## src/rtl/vic_pkg.sv

```systemverilog
package vic_pkg;

    typedef enum logic [1:0] {
        SNS_RISE = 2'd0,
        SNS_FALL = 2'd1,
        SNS_HIGH = 2'd2,
        SNS_LOW  = 2'd3
    } sense_e;

    // word index = byte offset / 4
    typedef enum logic [2:0] {
        RG_STATUS = 3'd0,
        RG_PEND   = 3'd1,
        RG_ENAB   = 3'd2,
        RG_ACK    = 3'd3,
        RG_ENSET  = 3'd4,
        RG_ENCLR  = 3'd5,
        RG_VEC    = 3'd6,
        RG_GATE   = 3'd7
    } reg_e;

    localparam logic [1:0] GATE_ON = 2'b11;

endpackage

```

## src/rtl/vic_detect.sv

```systemverilog
module vic_detect
    import vic_pkg::*;
#(
    parameter int                   N_SRC = 32,
    parameter logic [2*N_SRC-1:0]   SENSE = '0
) (
    input  logic             clk,
    input  logic             rst_n,
    input  logic [N_SRC-1:0] src_i,
    output logic [N_SRC-1:0] evt_o
);

    typedef struct packed {
        logic [N_SRC-1:0] s1;
        logic [N_SRC-1:0] s2;
        logic [N_SRC-1:0] s3;
    } pipe_t;

    pipe_t            p_d, p_q;
    logic [N_SRC-1:0] idle;
    logic [N_SRC-1:0] edge_kind;

    generate
        for (genvar i = 0; i < N_SRC; i++) begin : g_src
            localparam sense_e KIND = sense_e'(SENSE[2*i +: 2]);
            // falling and low-active lines rest high; reset the stages there
            assign idle[i]      = (KIND == SNS_FALL) || (KIND == SNS_LOW);
            assign edge_kind[i] = (KIND == SNS_RISE) || (KIND == SNS_FALL);
            assign evt_o[i] = (KIND == SNS_RISE) ? ( p_q.s2[i] & ~p_q.s3[i]) :
                              (KIND == SNS_FALL) ? (~p_q.s2[i] &  p_q.s3[i]) :
                              (KIND == SNS_HIGH) ?   p_q.s2[i] :
                                                    ~p_q.s2[i];
        end
    endgenerate

    always_comb begin
        p_d    = p_q;
        p_d.s1 = src_i;
        p_d.s2 = p_q.s1;
        p_d.s3 = p_q.s2;
    end

    always_ff @(posedge clk or negedge rst_n) begin
        if (!rst_n) p_q <= {idle, idle, idle};
        else        p_q <= p_d;
    end

    // an edge-kind line never reports events in two consecutive cycles
    assert_edge_single_R2: assert property (@(posedge clk) disable iff (!rst_n)
        ($past(evt_o) & evt_o & edge_kind) == '0);

endmodule

```

## src/rtl/vic_prio.sv

```systemverilog
module vic_prio #(
    parameter int N_SRC = 32,
    localparam int IW   = (N_SRC > 1) ? $clog2(N_SRC) : 1
) (
    input  logic [N_SRC-1:0] pend_i,
    output logic             hit_o,
    output logic [IW-1:0]    idx_o
);

    // scan from the top so the lowest set index is the last one written
    always_comb begin
        hit_o = 1'b0;
        idx_o = '0;
        for (int i = N_SRC - 1; i >= 0; i--) begin
            if (pend_i[i]) begin
                hit_o = 1'b1;
                idx_o = IW'(i);
            end
        end
    end

endmodule

```

## src/rtl/vic_top.sv

```systemverilog
module vic_top
    import vic_pkg::*;
#(
    parameter int                 N_SRC = 32,
    parameter logic [2*N_SRC-1:0] SENSE = 64'hE4E4_E4E4_E4E4_E4E4,
    parameter int                 DW    = 32,
    parameter int                 AW    = 5,
    localparam int                IW    = (N_SRC > 1) ? $clog2(N_SRC) : 1
) (
    input  logic             clk,
    input  logic             rst_n,
    input  logic [N_SRC-1:0] src_i,
    input  logic             bus_en,
    input  logic             bus_we,
    input  logic [AW-1:0]    bus_addr,
    input  logic [DW-1:0]    bus_wdata,
    output logic [DW-1:0]    bus_rdata,
    output logic             irq_o
);

    typedef struct packed {
        logic [N_SRC-1:0] enab;
        logic [N_SRC-1:0] stat;
        logic [1:0]       gate;
    } regs_t;

    regs_t            r_d, r_q;
    logic [N_SRC-1:0] evt;
    logic [N_SRC-1:0] pend;
    logic [N_SRC-1:0] ack_mask;
    logic [N_SRC-1:0] wmask;
    logic             aligned;
    logic             wr;
    reg_e             widx;
    logic             hit;
    logic [IW-1:0]    idx;
    logic [DW-1:0]    rd;

    vic_detect #(.N_SRC(N_SRC), .SENSE(SENSE)) i_detect (
        .clk   (clk),
        .rst_n (rst_n),
        .src_i (src_i),
        .evt_o (evt)
    );

    assign pend = r_q.stat & r_q.enab;

    vic_prio #(.N_SRC(N_SRC)) i_prio (
        .pend_i (pend),
        .hit_o  (hit),
        .idx_o  (idx)
    );

    assign aligned = (bus_addr[1:0] == 2'b00);
    assign widx    = reg_e'(bus_addr[4:2]);
    assign wr      = bus_en && bus_we && aligned;
    assign wmask   = bus_wdata[N_SRC-1:0];

    always_comb begin
        r_d      = r_q;
        ack_mask = '0;
        if (wr) begin
            case (widx)
                RG_ENAB:  r_d.enab = wmask;
                RG_ENSET: r_d.enab = r_q.enab | wmask;
                RG_ENCLR: r_d.enab = r_q.enab & ~wmask;
                RG_ACK:   ack_mask = wmask;
                RG_GATE:  r_d.gate = bus_wdata[1:0];
                default:  ;
            endcase
        end
        // a fresh event outranks an acknowledge in the same cycle
        r_d.stat = (r_q.stat & ~ack_mask) | evt;
    end

    always_ff @(posedge clk or negedge rst_n) begin
        if (!rst_n) r_q <= '0;
        else        r_q <= r_d;
    end

    always_comb begin
        rd = '0;
        case (widx)
            RG_STATUS: rd[N_SRC-1:0] = r_q.stat;
            RG_PEND:   rd[N_SRC-1:0] = pend;
            RG_ENAB:   rd[N_SRC-1:0] = r_q.enab;
            RG_VEC:    rd = hit ? DW'(idx) : '1;
            RG_GATE:   rd[1:0] = r_q.gate;
            default:   rd = '0;
        endcase
    end

    assign bus_rdata = (bus_en && !bus_we && aligned) ? rd : '0;
    assign irq_o     = hit && (r_q.gate == GATE_ON);

    assert_enset_R6: assert property (@(posedge clk) disable iff (!rst_n)
        (wr && widx == RG_ENSET) |=>
            ((r_q.enab & $past(wmask)) == $past(wmask)) &&
            ((r_q.enab & ~$past(wmask)) == ($past(r_q.enab) & ~$past(wmask))));

    assert_enclr_R7: assert property (@(posedge clk) disable iff (!rst_n)
        (wr && widx == RG_ENCLR) |=>
            ((r_q.enab & $past(wmask)) == '0) &&
            ((r_q.enab & ~$past(wmask)) == ($past(r_q.enab) & ~$past(wmask))));

    assert_ack_clear_R9: assert property (@(posedge clk) disable iff (!rst_n)
        (wr && widx == RG_ACK) |=> ((r_q.stat & $past(wmask) & ~$past(evt)) == '0));

    assert_stat_source_R3: assert property (@(posedge clk) disable iff (!rst_n)
        (r_q.stat & ~$past(r_q.stat) & ~$past(evt)) == '0);

    assert_gate_off_R10: assert property (@(posedge clk) disable iff (!rst_n)
        (r_q.gate != GATE_ON) |-> !irq_o);

    assert_vec_hit_R11: assert property (@(posedge clk) disable iff (!rst_n)
        hit |-> (pend[idx] && ((pend & ((N_SRC'(1) << idx) - N_SRC'(1))) == '0)));

    assert_vec_none_R11: assert property (@(posedge clk) disable iff (!rst_n)
        !hit |-> (pend == '0));

endmodule

```

## config.mk

```make
export PLATFORM = sky130hd
export DESIGN_NAME = vic_top
export DESIGN_NICKNAME = d
export VERILOG_FILES = /design/src/rtl/vic_pkg.sv /design/src/rtl/vic_detect.sv /design/src/rtl/vic_prio.sv /design/src/rtl/vic_top.sv
export SDC_FILE = /design/constraint.sdc
export NUM_CORES = 1
export LEC_CHECK = 0
export CORE_UTILIZATION = 30
export DETAILED_ROUTE_END_ITERATION = 10
export GPL_TIMING_DRIVEN = 0
export HOLD_SLACK_MARGIN = 0.15
export SLEW_MARGIN = 20
export SYNTH_ARGS = -nofsm -noshare
export SYNTH_HDL_FRONTEND = slang
export SYNTH_SLANG_ARGS = --single-unit
```

## constraint.sdc

```tcl
create_clock -name clk -period 2.2 [get_ports clk]
set_input_delay 0.33 -clock clk [delete_from_list [all_inputs] [get_ports clk]]
set_output_delay 0.33 -clock clk [all_outputs]
set_load 0.1 [all_outputs]
```

==> results.sh, run 1 <==
export IMPL_n_fill_cell=1927
export IMPL_drt_iter0_markers=460
export IMPL_die_area_um2=22000
export IMPL_startpoint_type="flop"
export IMPL_gp_congestion=0.846
export IMPL_initial_utilization_pct=30.5
export IMPL_grt_util_met3_pct=3.99
export IMPL_numClockSinks=146
export IMPL_status="complete, but fails checks"
export IMPL_clk_latency_ns=0.43
export IMPL_synthArstFlopShare_pct=100
export IMPL_hpwlAfterDp_um=12100
export IMPL_setup_ws_ns=-0.647
export IMPL_holdPathEnd="i_detect.p_d[57]$_DFF_PN1_"
export IMPL_ant_nets=0
export IMPL_clock_fmax_mhz=351
export IMPL_clk_pin_slew_ns=0.06
export IMPL_synth_edff_count=0
export IMPL_pin_count=106
export IMPL_reg2reg_depth=3
export IMPL_hold_depth=1
export IMPL_grt_first_pass_wirelength_um=29000
export IMPL_cts_buffers=17
export IMPL_rsz0062_at_grt="yes"
export IMPL_startpoint="r_q[13]$_DFF_PN0_"
export IMPL_ys_seq_area_share_pct=57.7
export IMPL_violations="setup timing"
export IMPL_ir_worst_vdd_mv=0.578
export IMPL_syn_to_final_growth_pct=48.3
export IMPL_std_cell_rows=53
export IMPL_setup_violations=33
export IMPL_first_global_vias=5224
export IMPL_grtUsageTotal_pct=17.6
export IMPL_fp_dieH_um=148
export IMPL_antenna_found_initial=0
export IMPL_r2r_start="r_q[47]$_DFFE_PN0P_"
export IMPL_cp_top_family="simple AND/OR/NAND/NOR gates"
export IMPL_finish_utilization_pct=45.3
export IMPL_tightest_slew_ns=0.648
export IMPL_ys_ff_latch=146
export IMPL_htreeDepth=4
export IMPL_grt_max_degree=89
export IMPL_route_vias_total=5281
export IMPL_ys_types=47
export IMPL_nets=866
export IMPL_path_buf_inv=1
export IMPL_r2r_setup_slack_ns=1.25
export IMPL_critPathSlowestCell="dfrtp_2"
export IMPL_cp_cell_sequence="a22o_4 -> nor4_4 -> nand4_1 -> nor2_2 -> nor3_2 -> a211oi_4 -> buf_12"
export IMPL_finalHoldViolCount=0
export IMPL_busiest_layer="met2"
export IMPL_io_buffers=105
export IMPL_required_ns=1.87
export IMPL_slew_viol_final=0
export IMPL_layout_common_cells="149 x nand2_1, 100 x dfrtp_1, 71 x o21ai_0"
export IMPL_vias_per_cell=4.89
export IMPL_hold_ws_ns=0.303
export IMPL_worstPathArrival_ns=2.52
export IMPL_dr_pass1_iters=5
export IMPL_overflow=0
export IMPL_powerDensity_nw_per_um2=835
export IMPL_cp_max_fo=6
export IMPL_tns_ns=-18.16
export IMPL_ys_warn_count=0
export IMPL_drc=0
export IMPL_r2r_end="r_q[47]$_DFFE_PN0P_"
export IMPL_diodes=0
export IMPL_die_x_um=148
export IMPL_endpoint_kind="output pin"
export IMPL_slowest_delay_ns=0.45
export IMPL_syn_num_nets=718
export IMPL_cts_root_buf="clkbuf_16"
export IMPL_final_common_cell="nand2_1"
export IMPL_finalCritPeriodShare_pct=129
export IMPL_p_leak_nw=3.80
export IMPL_met1_usage_pct=24.5
export IMPL_finalPower_mw=7.95
export IMPL_synth_cells=645
export IMPL_drv_cap=0
export IMPL_clk_path_buf_depth=2
export IMPL_wl_um=18300
export IMPL_syn_area_per_cell_um2=9.96
export IMPL_critPathKind="reg -> out"
export IMPL_worstHoldStart="src_i[25]"
export IMPL_skew_ns=0.00618
export IMPL_synth_top_flop_cell="dfrtp_1"
export IMPL_cts_tree="built"
export IMPL_min_path_type="in -> reg"
export IMPL_synth_area_um2=6420
export IMPL_final_min_clock_period_ns=2.85
export IMPL_grt_util_met2_pct=27.0
export IMPL_slew_headroom_pct=56.4
export IMPL_core_um2=21000
export IMPL_drive_above_1_share_pct=26.1
export IMPL_routedWlPerCell_um=17.0
-- through the flow --
stage / setup slack [ns] / cells / area [µm²]
3_3_place_gp: -5.10 / 1025 / 7970
6_report: -0.647 / 1081 / 9530
4_1_cts: -0.620 / 1080 / 9440
5_1_grt: -0.727 / 1081 / 9530
2_1_floorplan: -0.401 / 645 / 6570
3_5_place_dp: -1.89 / 1026 / 8000
-- cells by family (layout without fill, tap and decap cells) --
group,after synthesis,count (layout),share of synthesized area (%)
compound gates,230,230,22.8
simple gates,218,219,15.9
flops,146,146,57.7
buf+inv,49,209,3.31
mux,2,2,0.351
-- power breakdown --
group	internal [mW]	total, mW	switching (mW)	leakage [nW]
clock network	2.31	3.47	1.16	0.337
registers	2.92	3.11	0.192	1.62
logic	0.638	1.37	0.732	1.84
-- synthesized netlist by cell type, types with 3 or more instances --
master,n,share of area (%)
nand2_1,149,8.7
dfrtp_1,106,41
o21ai_0,72,5.6
dfstp_2,40,16
a21oi_1,38,3.0
nor2b_1,35,3.4
o211ai_1,34,4.0
o21a_1,30,3.5
clkbuf_1,25,1.5
inv_1,18,1.1
a21o_1,10,1.2
o21ai_1,10,0.78
a22oi_1,8,0.94
nor2_1,8,0.47
a22o_1,6,0.82
nand3_1,6,0.47
and2_1,4,0.39
a221oi_1,3,0.41
a32oi_1,3,0.41
buf_6,3,0.53
-- how the worst max path moves through the flow --
stage / slack [ns] / to / depth (start not counted)
after floorplan: -0.40 / bus_rdata[0] / 6
after global placement: -5.10 / r_q[32]$_DFF_PN0_ / 1
after detailed placement: -1.89 / bus_rdata[17] / 9
after CTS: -0.62 / bus_rdata[11] / 8
after global routing: -0.73 / bus_rdata[0] / 7
final: -0.65 / bus_rdata[0] / 7
-- sequential cells by signal, summed over array words and instances, names as in the netlist --
name and flops:
i_detect.p_d 56, r_q 66, i_detect.evt_o 8, i_detect.p_q 16
-- timing repair --
action | CTS | global route
gates resized for setup | 347 | 22
pin swaps | 29 | 23
buffers inserted | 19 | 3
hold buffers | 1 | 0
endpoints found under the hold margin | 38 | 0
setup endpoints to repair | 74 | 73
cloned | 2 | 1
-- final cells by class --
class / instances / area (µm²) / area share (%)
Tap cell: 275 / 344 / 3.61
Inverter: 18 / 67.6 / 0.709
Buffer: 31 / 188 / 1.97
Clock inverter: 12 / 251 / 2.64
Timing Repair Buffer: 128 / 1630 / 17.2
Clock buffer: 20 / 457 / 4.79
Multi-Input combinational cell: 451 / 2870 / 30.2
Sequential cell: 146 / 3710 / 39.0
-- layer usage --
layer	part of all wire [%]	vias up
li1	-	2549
met1	48	2550
met2	46	164
met3	5.0	18
met4	1.6	0
met5	0	-
Note: power is estimated with default switching activity, not from simulation.
==> run 2: changes to the inputs <==
--- a/config.mk
+++ b/config.mk
@@ -7,7 +7,6 @@
 export LEC_CHECK = 0
 export CORE_UTILIZATION = 30
 export DETAILED_ROUTE_END_ITERATION = 10
-export GPL_TIMING_DRIVEN = 0
 export HOLD_SLACK_MARGIN = 0.15
 export SLEW_MARGIN = 20
 export SYNTH_ARGS = -nofsm -noshare
==> results.sh, run 2 (synthesized netlist as in run 1, its figures left out) <==
export IMPL_status="complete, but fails checks"
export IMPL_violations="setup timing"
export IMPL_wl_um=18600
export IMPL_largest_register_ffs=66
export IMPL_io_buffers=105
export IMPL_drt_iter0_markers=428
export IMPL_htreeDepth=4
export IMPL_clk_path_buf_depth=2
export IMPL_combPwrFrac_pct=23.0
export IMPL_netSwitchingFraction_pct=27.7
export IMPL_fp_dieH_um=148
export IMPL_rsz0062_at_grt="yes"
export IMPL_post_place_ws_ns=-0.356
export IMPL_drive_above_1_share_pct=32.1
export IMPL_powerDensity_nw_per_um2=786
export IMPL_clk_latency_ns=0.43
export IMPL_grtUsageTotal_pct=17.9
export IMPL_endpoint_kind="output pin"
export IMPL_cpMostUsedCell="o31ai_1"
export IMPL_core_um2=21000
export IMPL_min_path_type="in -> reg"
export IMPL_routedWlPerCell_um=16.2
export IMPL_route_vias_total=5562
export IMPL_skew_ns=0.00506
export IMPL_cp_top_family="compound AO/OA/AOI/OAI gates"
export IMPL_layout_common_cells="149 x nand2_1, 110 x buf_4, 106 x dfrtp_1"
export IMPL_p_leak_nw=4.14
export IMPL_clk_pin_slew_ns=0.06
export IMPL_syn_to_final_growth_pct=55.7
export IMPL_final_min_clock_period_ns=2.75
export IMPL_ant_nets=0
export IMPL_slowest_delay_ns=0.42
export IMPL_initial_utilization_pct=30.5
export IMPL_required_ns=1.87
export IMPL_cts_tree="built"
export IMPL_finalPower_mw=7.86
export IMPL_tightest_slew_ns=0.593
export IMPL_grt_first_pass_wirelength_um=29900
export IMPL_pin_count=106
export IMPL_netSwitchingPower_mw=2.17
export IMPL_numClockSinks=146
export IMPL_grt_max_degree=62
export IMPL_startpoint_type="flop"
export IMPL_die_x_um=148
export IMPL_gp_congestion=0.814
export IMPL_dr_pass1_iters=5
export IMPL_worstPathArrival_ns=2.42
export IMPL_drc=0
export IMPL_max_flop_register="r_q"
export IMPL_slew_headroom_pct=60.5
export IMPL_nets=933
export IMPL_overflow=0
export IMPL_critPathSlowestCell="dfrtp_1"
export IMPL_setup_violations=33
export IMPL_critPathKind="reg -> out"
export IMPL_seqPwrFrac_pct=38.6
export IMPL_die_area_um2=22000
export IMPL_vias_per_cell=4.84
export IMPL_finalHoldViolCount=0
export IMPL_first_global_vias=5520
export IMPL_cts_root_buf="clkbuf_16"
export IMPL_finalCritPeriodShare_pct=125
export IMPL_path_buf_inv=2
export IMPL_final_common_cell="nand2_1"
export IMPL_hpwlAfterDp_um=13100
export IMPL_cts_buffers=17
export IMPL_slew_viol_final=0
export IMPL_internal_power_mw=5.68
export IMPL_pwr_share_clk_pct=38.4
export IMPL_cp_cell_sequence="a22o_4 -> buf_4 -> a2111oi_4 -> o31ai_1 -> a31oi_1 -> o31ai_1 -> a21oi_4 -> buf_12"
export IMPL_cp_max_fo=4
export IMPL_clock_fmax_mhz=364
export IMPL_diodes=0
export IMPL_ir_worst_vdd_mv=0.526
export IMPL_antenna_found_initial=0
export IMPL_drv_cap=0
export IMPL_std_cell_rows=53
export IMPL_finish_utilization_pct=47.6
export IMPL_setup_ws_ns=-0.551
run 2: cell types whose count changed in the layout (fill, tap and decap cells not counted), sizes merged, moves of 4 or more:
| cell | previous run | this run |
|---|---|---|
| clkinv | 1 | 5 |
| bufinv | 7 | 3 |
| clkbuf | 46 | 20 |
| buf | 61 | 155 |
run 2: through the flow:
stage                     hold slack, ns  instance area (µm²)  instances  setup TNS (ns)
after floorplan                   0.0344                 6570        645           -1.97
after global placement             0.333                 9180       1114           -9.46
after detailed placement           0.335                 9180       1114           -9.74
after CTS                          0.281                 9940       1148          -14.72
after global routing               0.282                10000       1148          -19.70
final                              0.297                10000       1148          -15.41
run 2: repair_timing:
action,in CTS,in global routing
hold buffers,1,0
endpoints found under the hold margin,39,0
pin swaps,16,10
endpoints found under the setup margin,33,33
setup buffers,3,3
gates resized for setup,24,9
run 2: worst register-to-register path, cell delays in order, from the launching register on:
cell and delay, ns:
dfrtp_1 0.38, buf_4 0.14, buf_4 0.13, o211ai_1 0.15, o21ai_0 0.10
run 2: worst paths after layout:
kind,from,end,slack [ns],depth (start not counted)
hold reg to reg,i_detect.p_d[38]$_DFF_PN0_,i_detect.evt_o[6]$_DFF_PN0_,0.35,0
hold / removal,src_i[27],i_detect.p_d[59]$_DFF_PN1_,0.30,1
max in group asynchronous,rst_n,i_detect.p_d[39]$_DFF_PN1_,1.04,3
setup reg to reg,r_q[48]$_DFFE_PN0P_,r_q[48]$_DFFE_PN0P_,1.19,4
setup / recovery,r_q[47]$_DFFE_PN0P_,bus_rdata[1],-0.55,8
min in group asynchronous,rst_n,i_detect.p_d[44]$_DFF_PN0_,0.46,2
run 2: area by class of cell:
| type | instances | area (µm²) |
|---|---|---|
| clock buffer | 20 | 457 |
| clock inverter | 12 | 155 |
| fill | 1924 | 11000 |
| inverter | 18 | 67.6 |
| multi-input combinational | 450 | 2850 |
| sequential | 146 | 3700 |
| tap | 275 | 344 |
| timing repair buffer | 227 | 2420 |
run 2: power groups by stage:
| stage | Clock [mW] | Sequential (mW) | Combinational, mW |
|---|---|---|---|
| 4_1_cts | 3.07 | 3.03 | 1.78 |
| 2_1_floorplan | 0 | 3.09 | 0.774 |
| 3_5_place_dp | 0 | 3.07 | 1.70 |
| 3_3_place_gp | 0 | 3.07 | 1.68 |
| 6_report | 3.01 | 3.04 | 1.81 |
| 5_1_grt | 3.21 | 3.06 | 1.97 |
run 2: routing by layer:
layer  wire (µm)  track usage [%]  vias to the layer above
li1            -                -                     2689
met1        9000             25.1                     2704
met2        8430             27.4                      150
met3         889             4.29                       19
met4         261             5.52                        0
met5           0                0                        -
